<file path="config.mk">
export PLATFORM = sky130hd
export DESIGN_NAME = srl_periph
export DESIGN_NICKNAME = d
export VERILOG_FILES = /design/src/rtl/srl_pkg.sv /design/src/rtl/srl_ctrl.sv /design/src/rtl/srl_datapath.sv /design/src/rtl/srl_periph.sv
export SDC_FILE = /design/constraint.sdc
export NUM_CORES = 1
export LEC_CHECK = 0
export ABC_AREA = 1
export BUFFER_PORTS_ARGS = -buffer_cell sky130_fd_sc_hd__buf_2
export CORE_AREA = 3 3 40 42
export CTS_BUF_LIST = sky130_fd_sc_hd__clkbuf_2
export DETAILED_ROUTE_END_ITERATION = 10
export DIE_AREA = 0 0 43 45
export PLACE_DENSITY = 0.66
export SLEW_MARGIN = 20
export SYNTH_ARGS = -nofsm -noshare
export SYNTH_HDL_FRONTEND = slang
export SYNTH_SLANG_ARGS = --single-unit
export TNS_END_PERCENT = 30
</file>
<file path="constraint.sdc">
create_clock -name clk -period 1.55 [get_ports clk]
set_input_delay 0.31 -clock clk [delete_from_list [all_inputs] [get_ports clk]]
set_output_delay 0.31 -clock clk [all_outputs]
set_load 0.01 [all_outputs]
</file>
<file path="src/rtl/srl_pkg.sv">
package srl_pkg;
  localparam int REG_W = 8;
  localparam int NUM_CMP = 2;
  localparam int SYNC_STAGES = 2;

  localparam int BIT_PIN2SEL = 7;
  localparam int BIT_PIN1SEL = 6;
  localparam int BIT_SETEN = 5;
  localparam int BIT_RSTEN = 4;
  localparam int BIT_PULSESET = 3;
  localparam int BIT_PULSERST = 2;
  localparam int BIT_REFEN = 0;

  typedef struct packed {
    logic [NUM_CMP-1:0] pinSel;
    logic setEn;
    logic rstEn;
    logic setPulse;
    logic rstPulse;
  } latchStrobe_t;
endpackage

</file>
<file path="src/rtl/srl_ctrl.sv">
module srl_ctrl
  import srl_pkg::*;
#(
  parameter int DATA_W = REG_W
) (
  input  logic                clk,
  input  logic                rstN,
  input  logic                busAddr,
  input  logic                busWr,
  input  logic [DATA_W-1:0]   busWdata,
  input  logic [NUM_CMP-1:0]  cmpStatus,
  output latchStrobe_t        strobe,
  output logic                refEn,
  output logic [DATA_W-1:0]   busRdata
);
  logic [NUM_CMP-1:0] pinSelQ;
  logic setEnQ;
  logic rstEnQ;
  logic refEnQ;
  logic ctrlWr;

  assign ctrlWr = busWr && !busAddr;

  always_ff @(posedge clk or negedge rstN) begin
    if (!rstN) begin
      pinSelQ <= '0;
      setEnQ  <= 1'b0;
      rstEnQ  <= 1'b0;
      refEnQ  <= 1'b0;
    end else if (ctrlWr) begin
      pinSelQ <= {busWdata[BIT_PIN2SEL], busWdata[BIT_PIN1SEL]};
      setEnQ  <= busWdata[BIT_SETEN];
      rstEnQ  <= busWdata[BIT_RSTEN];
      refEnQ  <= busWdata[BIT_REFEN];
    end
  end

  always_comb begin
    strobe.pinSel   = pinSelQ;
    strobe.setEn    = setEnQ;
    strobe.rstEn    = rstEnQ;
    strobe.setPulse = ctrlWr && busWdata[BIT_PULSESET];
    strobe.rstPulse = ctrlWr && busWdata[BIT_PULSERST];
  end

  assign refEn = refEnQ;

  always_comb begin
    busRdata = '0;
    if (busAddr) begin
      busRdata[NUM_CMP-1:0] = cmpStatus;
    end else begin
      busRdata[BIT_PIN2SEL] = pinSelQ[1];
      busRdata[BIT_PIN1SEL] = pinSelQ[0];
      busRdata[BIT_SETEN]   = setEnQ;
      busRdata[BIT_RSTEN]   = rstEnQ;
      busRdata[BIT_REFEN]   = refEnQ;
    end
  end
endmodule

</file>
<file path="src/rtl/srl_datapath.sv">
module srl_datapath
  import srl_pkg::*;
#(
  parameter int STAGES = SYNC_STAGES
) (
  input  logic               clk,
  input  logic               rstN,
  input  logic [NUM_CMP-1:0] cmpRaw,
  input  latchStrobe_t       strobe,
  output logic [NUM_CMP-1:0] cmpSync,
  output logic               latchQ,
  output logic [NUM_CMP-1:0] pinOut
);
  logic setHit;
  logic rstHit;
  logic stateQ;

  for (genvar c = 0; c < NUM_CMP; c++) begin : g_sync
    logic [STAGES-1:0] chain;
    always_ff @(posedge clk or negedge rstN) begin
      if (!rstN) chain <= '0;
      else       chain <= {chain[STAGES-2:0], cmpRaw[c]};
    end
    assign cmpSync[c] = chain[STAGES-1];
  end

  assign setHit = (cmpSync[0] && strobe.setEn) || strobe.setPulse;
  assign rstHit = (cmpSync[1] && strobe.rstEn) || strobe.rstPulse;

  always_ff @(posedge clk or negedge rstN) begin
    if (!rstN)       stateQ <= 1'b0;
    else if (rstHit) stateQ <= 1'b0;
    else if (setHit) stateQ <= 1'b1;
  end

  assign latchQ = stateQ;

  for (genvar p = 0; p < NUM_CMP; p++) begin : g_pin
    assign pinOut[p] = strobe.pinSel[p] ? stateQ : cmpSync[p];
  end
endmodule

</file>
<file path="src/rtl/srl_periph.sv">
module srl_periph
  import srl_pkg::*;
(
  input  logic             clk,
  input  logic             rstN,
  input  logic             busAddr,
  input  logic             busWr,
  input  logic [REG_W-1:0] busWdata,
  output logic [REG_W-1:0] busRdata,
  input  logic             cmp1Raw,
  input  logic             cmp2Raw,
  output logic             pin1Out,
  output logic             pin2Out,
  output logic             latchQ,
  output logic             refEnable
);
  latchStrobe_t strobe;
  logic [NUM_CMP-1:0] cmpSync;
  logic [NUM_CMP-1:0] pinOut;

  srl_ctrl #(.DATA_W(REG_W)) u_ctrl (
    .clk(clk), .rstN(rstN), .busAddr(busAddr), .busWr(busWr),
    .busWdata(busWdata), .cmpStatus(cmpSync), .strobe(strobe),
    .refEn(refEnable), .busRdata(busRdata)
  );

  srl_datapath #(.STAGES(SYNC_STAGES)) u_dp (
    .clk(clk), .rstN(rstN), .cmpRaw({cmp2Raw, cmp1Raw}), .strobe(strobe),
    .cmpSync(cmpSync), .latchQ(latchQ), .pinOut(pinOut)
  );

  assign pin1Out = pinOut[0];
  assign pin2Out = pinOut[1];
endmodule

</file>
==> summary.md <==
| Metric | Value |
|---|---|
| Final min period | `1.25 ns` |
| CP Cell Sequence | `nand2_1 -> o21ai_0 -> buf_2` |
| YS warnings | `0` |
| Pwr/cell area | `982 nW/µm²` |
| Largest delay share family, worst path | `flip-flops` |
| Synth Instances | `50` |
| CTS root buffer | `clkbuf_2` |
| Die Area | `1940 µm²` |
| Crit path depth | `3` |
| Clk pin slew, worst setup/hold paths | `0.09 ns` |
| Final Max Slew Viols | `0` |
| Starting DRT DRC Count | `9` |
| Clock skew | `0.00443 ns` |
| Most common cell after layout, fill and taps aside | `buf_2` |
| Placement Cell Area | `547 µm²` |
| Diode count | `0` |
| Most frequent cells in the layout | `22 x buf_2, 10 x nand2_1, 10 x dfrtp_1` |
| Sink Count | `10` |
| Req. time, crit path | `1.24 ns` |
| Drt total wl | `875 µm` |
| WL/cell | `9.72 µm` |
| Cell depth of the worst flop-to-flop path | `2` |
| Max_cap viols | `0` |
| Finished Core Util | `44.5%` |
| Syn_area_per_cell | `8.58 µm²` |
| Critical Path Fanout Max | `4` |
| Final period util | `80.9%` |
| Largest net degree at the start of global routing | `11` |
| Synth top area cells | `dfrtp_1 58%, nand2_1 8.7%, a21oi_1 7.0%` |
| Setup Viol. Count Final | `0` |
| Global-route wire length before repair | `1360 µm` |
| RSZ-0062 raised after global routing | `no` |
| Finished Cell Area | `572 µm²` |
| Postcts setup bufs | `0` |
| Ports | `26` |
| Peak supply drop | `0.515 mV` |
| Slack of the critical path | `0.297 ns` |
| CP Buf/Inv Count | `1` |
| Drt first pass iters | `4` |
| Filler cell count | `134` |
| Startpoint class of the critical path | `flop` |
| Status | `complete, no violations` |
| Die span in x | `43 µm` |
| Worst path slowest cell | `dfrtp_1` |
| WHS Path Cells | `1` |
| CP Capture Type | `output port` |
| Register area | `250 µm²` |
| Detailed Place HPWL | `677 µm` |
| Area occupied by multi-input gates | `141 µm²` |
| Hold crit path type | `primary input to flop` |
| Routed Antenna Nets | `0` |
| Netlist cell types | `11` |
| Number of global-route vias before repair | `332` |
| Critical path class | `flop to output port` |
| Gr usage total | `9.60%` |
| Clk_lat worst skew | `0.24 ns` |
| Routed vias | `379` |
| GP Congestion | `0.672` |
| Critical Path AT | `0.94 ns` |
| # DRC | `0` |
| P_leak | `0.341 nW` |
| Yosys top cell by area | `dfrtp_1` |
| CTS HTree Levels | `1` |
| Final Hold Viols | `0` |
| CP peak stage delay | `0.42 ns` |
| Fmax | `0.798 GHz` |
| Port Buf Inserts | `22` |
| Initial cell density of the core | `33.4%` |
| Area grow syn2layout | `33.2%` |
| Sequential fraction of the synthesis area | `58.3%` |
| Share of cells above drive strength 1 | `36.0%` |
| Row cnt | `13` |
| Top-area cell type share of the netlist area | `58.3%` |
| Final hold slack | `0.165 ns` |
| Die height | `45 µm` |
| Layout net count | `91` |
| TNS Setup | `0 ns` |
| CTS tree | `done` |
| Place WS | `0.405 ns` |
| CTS Buf Count | `3` |
| Syn Std Cell Area | `429 µm²` |
| Remaining global-route overflow | `0` |
| Clk buf depth | `2` |
| Synthesis-stage register bit count | `10` |
| Vias per cell | `4.21` |
| Initial antenna violation count | `0` |
| Core area | `1280 µm²` |
==> layer usage <==
metal | up-vias | global-route usage [%] | part of all wire [%]
li1 | 202 | - | -
met1 | 158 | 11.2 | 45
met2 | 19 | 14.7 | 43
met3 | 0 | 4.38 | 12
met4 | 0 | 5.42 | 0
met5 | - | 0 | 0
==> registers in the layout, summed over array words and instances, names as in the netlist <==
| signal | flops |
|---|---|
| u_ctrl.pinSelQ | 2 |
| u_dp.g_sync.chain | 4 |
| u_ctrl.rstEnQ | 1 |
| u_dp.latchQ | 1 |
| u_ctrl.refEn | 1 |
| u_ctrl.setEnQ | 1 |
==> final timing paths <==
kind	startpoint	slack [ns]	end
max reg2reg	u_dp.latchQ	0.82	u_dp.latchQ
min reg2reg	u_dp.g_sync[0].chain[0]	0.35	u_dp.g_sync[0].chain[1]
max in group asynchronous	rstN	0.92	u_ctrl.rstEnQ
max	u_dp.latchQ	0.30	pin1Out
min in group asynchronous	rstN	0.44	u_ctrl.pinSelQ[1]
min	cmp2Raw	0.16	u_dp.g_sync[1].chain[0]
==> Yosys cell counts <==
cell,n
buf_4,2
dfrtp_1,10
a21oi_1,6
nand2_1,10
nand3_1,3
inv_2,1
conb_1,1
o21ai_0,2
inv_1,6
nor2_1,8
nand2_4,1
==> stage by stage <==
step | power, mW | cells
after CTS | 0.572 | 90
after detailed placement | 0.433 | 86
after global routing | 0.605 | 90
after floorplan | 0.374 | 51
final | 0.561 | 90
after global placement | 0.431 | 86
==> where the power goes <==
part	switching (mW)	internal (mW)
clock	0.0812	0.0528
combinational	0.0710	0.0538
sequential	0.0161	0.286
total	0.168	0.393
==> kinds of logic (layout without fill, tap and decap cells) <==
logic type      Yosys count  count (layout)  share of synthesized area (%)
flops                    10              10                           58.3
compound gates            8               8                           9.33
simple gates             22              22                           21.9
other cells               1               2                          0.874
buf+inv                   9              33                           9.62
==> timing repair <==
action,in CTS,in global routing
resized for setup,0,0
hold buffers,1,0
endpoints found under the hold margin,10,0
==> cell type report <==
cell class              instances  area share [%]
clock buffers                   3            2.63
repair buffers                 23            21.0
well taps                      15            3.28
inverters                       7            4.60
flip-flops and latches         10            43.8
multi-input cells              32            24.7
Note: power is estimated with default switching activity, not from simulation.
